File: src/rtl/sbb_pkg.sv
package sbb_pkg;

   typedef enum logic [2:0] {
      ST_IDLE,
      ST_RD_ALIGN,
      ST_RD_ADDR,
      ST_RD_SAMPLE,
      ST_WR_ALIGN,
      ST_WR_DRIVE
   } sbb_state_e;

   localparam int SBB_BANK_BITS = 3;

endpackage

File: src/rtl/sbb_sync.sv
module sbb_sync #(
   parameter int WIDTH  = 2,
   parameter int STAGES = 2
) (
   input  logic             clk,
   input  logic             rst_n,
   input  logic [WIDTH-1:0] d,
   output logic [WIDTH-1:0] q
);

   generate
      if (WIDTH < 1) begin : g_bad_width
         $error("sbb_sync: WIDTH must be at least 1");
      end

      if (STAGES == 0) begin : g_bypass
         assign q = d;
      end else begin : g_chain
         logic [WIDTH-1:0] stg [STAGES];

         always_ff @(posedge clk or negedge rst_n) begin
            if (!rst_n) begin
               for (int i = 0; i < STAGES; i++) stg[i] <= '0;
            end else begin
               stg[0] <= d;
               for (int i = 1; i < STAGES; i++) stg[i] <= stg[i-1];
            end
         end

         assign q = stg[STAGES-1];
      end
   endgenerate

endmodule

File: src/rtl/sbb_seq.sv
module sbb_seq
   import sbb_pkg::*;
#(
   parameter int ADDR_W = 16,
   parameter int DATA_W = 8
) (
   input  logic              clk,
   input  logic              rst_n,
   input  logic              req,
   input  logic              req_we,
   input  logic [ADDR_W-1:0] req_addr,
   input  logic [DATA_W-1:0] req_wdata,
   input  logic              aec_s,
   input  logic              rdy_s,
   input  logic [DATA_W-1:0] bus_data_i,
   output logic              ack,
   output logic [DATA_W-1:0] rdata,
   output logic [ADDR_W-1:0] cur_addr,
   output logic [DATA_W-1:0] cur_wdata,
   output logic              drv_addr,
   output logic              drv_data,
   output logic              rw_level,
   output logic              wr_done
);

   sbb_state_e state;
   logic       aec_q;
   logic       aec_fall;

   assign aec_fall = aec_q & ~aec_s;

   always_ff @(posedge clk or negedge rst_n) begin
      if (!rst_n) aec_q <= 1'b0;
      else        aec_q <= aec_s;
   end

   always_ff @(posedge clk or negedge rst_n) begin
      if (!rst_n) begin
         state     <= ST_IDLE;
         ack       <= 1'b0;
         rdata     <= '0;
         cur_addr  <= '0;
         cur_wdata <= '0;
      end else begin
         ack <= 1'b0;
         unique case (state)
            ST_IDLE: begin
               if (req) begin
                  cur_addr  <= req_addr;
                  cur_wdata <= req_wdata;
                  state     <= req_we ? ST_WR_ALIGN : ST_RD_ALIGN;
               end
            end
            ST_RD_ALIGN:  if (aec_fall) state <= ST_RD_ADDR;
            ST_RD_ADDR:   if (rdy_s)    state <= ST_RD_SAMPLE;
            ST_RD_SAMPLE: begin
               if (aec_fall) begin
                  rdata <= bus_data_i;
                  ack   <= 1'b1;
                  state <= ST_IDLE;
               end
            end
            ST_WR_ALIGN:  if (aec_fall) state <= ST_WR_DRIVE;
            ST_WR_DRIVE: begin
               if (aec_fall) begin
                  ack   <= 1'b1;
                  state <= ST_IDLE;
               end
            end
            default: state <= ST_IDLE;
         endcase
      end
   end

   always_comb begin
      drv_addr = (state == ST_RD_ADDR) || (state == ST_RD_SAMPLE) || (state == ST_WR_DRIVE);
      drv_data = (state == ST_WR_DRIVE);
      rw_level = (state != ST_WR_DRIVE);
      wr_done  = (state == ST_WR_DRIVE) && aec_fall;
   end

endmodule

File: src/rtl/sbb_bank_port.sv
module sbb_bank_port #(
   parameter int                   ADDR_W    = 16,
   parameter int                   BITS      = 3,
   parameter logic [ADDR_W-1:0]    PORT_ADDR = 16'h0001,
   parameter logic [BITS-1:0]      RESET_VAL = '1
) (
   input  logic              clk,
   input  logic              rst_n,
   input  logic              wr_done,
   input  logic [ADDR_W-1:0] wr_addr,
   input  logic [BITS-1:0]   wr_bits,
   output logic [BITS-1:0]   bank
);

   logic hit;
   assign hit = wr_done && (wr_addr == PORT_ADDR);

   generate
      for (genvar b = 0; b < BITS; b++) begin : g_bit
         always_ff @(posedge clk or negedge rst_n) begin
            if (!rst_n)   bank[b] <= RESET_VAL[b];
            else if (hit) bank[b] <= wr_bits[b];
         end
      end
   endgenerate

endmodule

File: src/rtl/shared_bus_bridge.sv
module shared_bus_bridge
   import sbb_pkg::*;
#(
   parameter int                ADDR_W      = 16,
   parameter int                DATA_W      = 8,
   parameter int                SYNC_STAGES = 2,
   parameter logic [ADDR_W-1:0] PORT_ADDR   = 16'h0001
) (
   input  logic                     clk,
   input  logic                     rst_n,
   input  logic                     req,
   input  logic                     req_we,
   input  logic [ADDR_W-1:0]        req_addr,
   input  logic [DATA_W-1:0]        req_wdata,
   output logic                     ack,
   output logic [DATA_W-1:0]        rdata,
   input  logic                     aec,
   input  logic                     rdy,
   output logic [ADDR_W-1:0]        bus_addr_o,
   output logic                     bus_addr_oe,
   output logic [DATA_W-1:0]        bus_data_o,
   input  logic [DATA_W-1:0]        bus_data_i,
   output logic                     bus_data_oe,
   output logic                     bus_rw_o,
   output logic                     bus_rw_oe,
   output logic [SBB_BANK_BITS-1:0] bank_sel
);

   generate
      if (DATA_W < SBB_BANK_BITS) begin : g_bad_data
         $error("shared_bus_bridge: DATA_W too narrow for bank port");
      end
      if (ADDR_W < 2) begin : g_bad_addr
         $error("shared_bus_bridge: ADDR_W too narrow");
      end
   endgenerate

   logic [1:0]        raw_in;
   logic [1:0]        syn_out;
   logic              drv_addr, drv_data, rw_level, wr_done;
   logic [ADDR_W-1:0] cur_addr;
   logic [DATA_W-1:0] cur_wdata;

   assign raw_in = {rdy, aec};

   sbb_sync #(.WIDTH(2), .STAGES(SYNC_STAGES)) u_sync (
      .clk  (clk),
      .rst_n(rst_n),
      .d    (raw_in),
      .q    (syn_out)
   );

   sbb_seq #(.ADDR_W(ADDR_W), .DATA_W(DATA_W)) u_seq (
      .clk       (clk),
      .rst_n     (rst_n),
      .req       (req),
      .req_we    (req_we),
      .req_addr  (req_addr),
      .req_wdata (req_wdata),
      .aec_s     (syn_out[0]),
      .rdy_s     (syn_out[1]),
      .bus_data_i(bus_data_i),
      .ack       (ack),
      .rdata     (rdata),
      .cur_addr  (cur_addr),
      .cur_wdata (cur_wdata),
      .drv_addr  (drv_addr),
      .drv_data  (drv_data),
      .rw_level  (rw_level),
      .wr_done   (wr_done)
   );

   sbb_bank_port #(
      .ADDR_W   (ADDR_W),
      .BITS     (SBB_BANK_BITS),
      .PORT_ADDR(PORT_ADDR),
      .RESET_VAL('1)
   ) u_bank (
      .clk    (clk),
      .rst_n  (rst_n),
      .wr_done(wr_done),
      .wr_addr(cur_addr),
      .wr_bits(cur_wdata[SBB_BANK_BITS-1:0]),
      .bank   (bank_sel)
   );

   // Raw phase input gates the enables so release does not wait for the synchronizer.
   assign bus_addr_o  = cur_addr;
   assign bus_data_o  = cur_wdata;
   assign bus_rw_o    = rw_level;
   assign bus_addr_oe = drv_addr & aec;
   assign bus_rw_oe   = drv_addr & aec;
   assign bus_data_oe = drv_data & aec;

endmodule

File: config.mk
export PLATFORM = sky130hd
export DESIGN_NAME = shared_bus_bridge
export DESIGN_NICKNAME = d
export VERILOG_FILES = /design/src/rtl/sbb_pkg.sv /design/src/rtl/sbb_sync.sv /design/src/rtl/sbb_seq.sv /design/src/rtl/sbb_bank_port.sv /design/src/rtl/shared_bus_bridge.sv
export SDC_FILE = /design/constraint.sdc
export NUM_CORES = 1
export LEC_CHECK = 0
export BUFFER_PORTS_ARGS = -buffer_cell sky130_fd_sc_hd__buf_2
export CORE_MARGIN = 2
export CORE_UTILIZATION = 45
export DETAILED_ROUTE_END_ITERATION = 10
export PLACE_DENSITY = 0.76
export REMOVE_ABC_BUFFERS = 1
export SLEW_MARGIN = 15
export SYNTH_ARGS = -nofsm -noshare
export SYNTH_HDL_FRONTEND = slang
export SYNTH_SLANG_ARGS = --single-unit
export TNS_END_PERCENT = 10
File: constraint.sdc
create_clock -name clk -period 5 [get_ports clk]
set_input_delay 0.5 -clock clk [delete_from_list [all_inputs] [get_ports clk]]
set_output_delay 0.5 -clock clk [all_outputs]
set_load 0.05 [all_outputs]
==> metrics <==
CTS tree=yes; Async S/R FF share, synth=100%; Post-Syn Area=1860 um^2; worst hold start=aec; GRT Util Overall=16.7%; crit-path cells=nand2b_4, a21oi_1, buf_2; routed wire length=3590 um; vias in the first global route=1,154; met2 usage in global routing=23.7%; 1st-iter DRT viols=20; final core occ=about three fifths; initial antenna violation count=0; FF-to-FF path depth=3; Mapped Cells=between 100 and 150; register area share after synthesis=around three fifths; n_diodes=0; DIE AREA=4660 um^2; # DRC=0; Slew @ Worst Pin=between 0.9 and 1 ns; CP max stage cell=dfrtp_1; met3 Track Usage GR=6.25%; Final TNS setup=0 ns; via count=~1,200; first-pass GRT wire length=about 5500 um; hold depth=1; routing usage on met1=22.9%; PwrDens=743 nW/um^2; RSZ-0062 raised after global routing=no; final-report setup violation count=0; vias per inst=4.84; final hold vios=0; outcome=finished clean; sequential cell area=1100 um^2; Max Freq=488 MHz; period utilization=41.0%; post-synthesis to final-layout area growth=28.4%; Slew Limit Fails=0; synth unique cells=28; Slew Limit Headroom=a little under two fifths; CTS root buf=clkbuf_8; maximum vdd drop=around 0.51 mV; core area=roughly 4000 um^2; GR peak layer=met2; Leak=about 1.2 nW; main flop type after synthesis=dfrtp_1; ANT nets after route=0; fraction of layout instances using a drive strength above 1=64.8%; GRT overflow=0; Max-cap violations=0; Final nets=about 230; Setup crit start=u_seq.state[2]; Worst-Skew Late Latency=0.29 ns; Post-CTS Setup Bufs=0; CTS hold repair buffers=0; CTS Buffer Depth=2; CP Launch Type=flop; # H-tree levels=2; clk slew on worst S/H paths=0.08 ns; worst r2r src=u_seq.state[1]; I/O Pins=78; die width=68.3 um; Stages on worst setup path=3; Post-synth EDFFs=0; CP top delay family=flip-flops; number of port buffers=77; FP Rows=23; Syn Area/Cell=roughly 16 um^2; DIE HEIGHT=roughly 68 um; Initial Utilization=46.5%; drt first pass iters=4; CTS Sinks=44; drt wl/cell=between 10 and 15 um; largest net degree at the start of global routing=45; multi-input logic area=698 um^2; TritonCTS Buffers=5; Final Skew=roughly 0.0071 ns; crit-path max cell delay=0.54 ns; hold slack=0.321 ns; CP required=4.50 ns; min Tclk post-route=2.05 ns; Critical Path Fanout Max=12; Crit path buffers/inverters=1; post-DP HPWL=2670 um; register bit total from synthesis=44; YS warnings=0; post_cts resized=0; Filler cells=331; Data arrival, critical path=1.55 ns; Crit Path Category=reg2out; RePlAce Congestion=0.668; Hold Path Class=in2reg; Setup crit end kind=output pin
[through the flow]
stage                     cells  setup WS [ns]  power (mW)  cell area (um^2)
after floorplan             110           2.17        1.29              1810
after global placement      238           3.27        1.48              2260
after detailed placement    238           3.25        1.50              2260
after CTS                   246           2.92        1.79              2390
after global routing        246           2.85        1.86              2390
final                       246           2.95        1.77              2390
[cell families (layout without fill, tap and decap cells)]
family,Yosys count,after routing,synth area share (%)
flops,44,44,59.4
compound gates,8,8,2.49
mux,36,36,25.8
simple gates,20,20,8.74
xor+xnor,1,1,0.471
buf+inv,7,87,3.09
[cell usage after synthesis (2+ instances only)]
cell      instances  area share, %
dfrtp_1          41             55
mux2_4           20             16
mux2_2           13            7.9
a21oi_1           5            1.3
nor2_1            5            1.0
buf_6             3            1.8
dfstp_2           3            4.2
mux2_1            3            1.8
buf_4             2           0.81
nand2b_1          2           0.67
nor4_1            2           0.67
[state kept, by name, indices dropped and copies added (netlist names)]
name / flops
u_sync.q: 2
u_seq.rdata: 8
u_seq.aec_q: 1
u_bank.bank: 3
u_seq.cur_addr: 16
u_seq.state: 3
u_seq.ack: 1
u_seq.cur_wdata: 8
u_sync.g_chain.stg: 2
[power by group]
part / total [mW] / leakage, nW / internal, mW / switching [mW]
logic: 0.884 / 0.628 / 0.291 / 0.593
registers: 0.599 / 0.536 / 0.482 / 0.118
clock network: 0.290 / 0.0645 / 0.176 / 0.114
total: 1.77 / 1.23 / 0.949 / 0.825
[routing by layer]
metal,up-vias,routed length (um)
met5,-,0
li1,566,-
met2,42,1640
met1,576,1660
met4,0,67
met3,6,229
[cells in the final DEF, fill, tap and decap left out, types with 2 or more instances in the layout]
cell type / n
buf_2: 77
dfrtp_1: 41
mux2_4: 20
mux2_2: 13
clkbuf_8: 7
nor2_1: 5
a21oi_1: 5
mux2_1: 3
dfstp_2: 3
nand2b_1: 2
nor4_1: 2
[final timing paths]
path	to	slack [ns]
max in group asynchronous	u_seq.cur_wdata[2]	4.07
min in group asynchronous	u_seq.rdata[2]	0.34
hold / removal	u_sync.g_chain.stg[2]	0.32
hold reg to reg	u_sync.q[0]	0.35
setup reg to reg	u_seq.cur_addr[1]	3.25
setup / recovery	bus_rw_oe	2.95
[layout make-up]
class                   count  area share, %
well taps                  50           2.62
multi-input cells          65           29.2
inverters                   1          0.157
clock inverters             1           1.26
repair buffers             78           16.4
flip-flops and latches     44           46.3
clock buffers               7           4.03
[worst reg2reg max path: cells and delay by family, from the launching register on]
family,cells,cell delay [ns]
simple gates,1,0.31
mux,1,0.40
flops,1,0.52
buf+inv,1,0.40
Power figures use the tool's default switching activity.
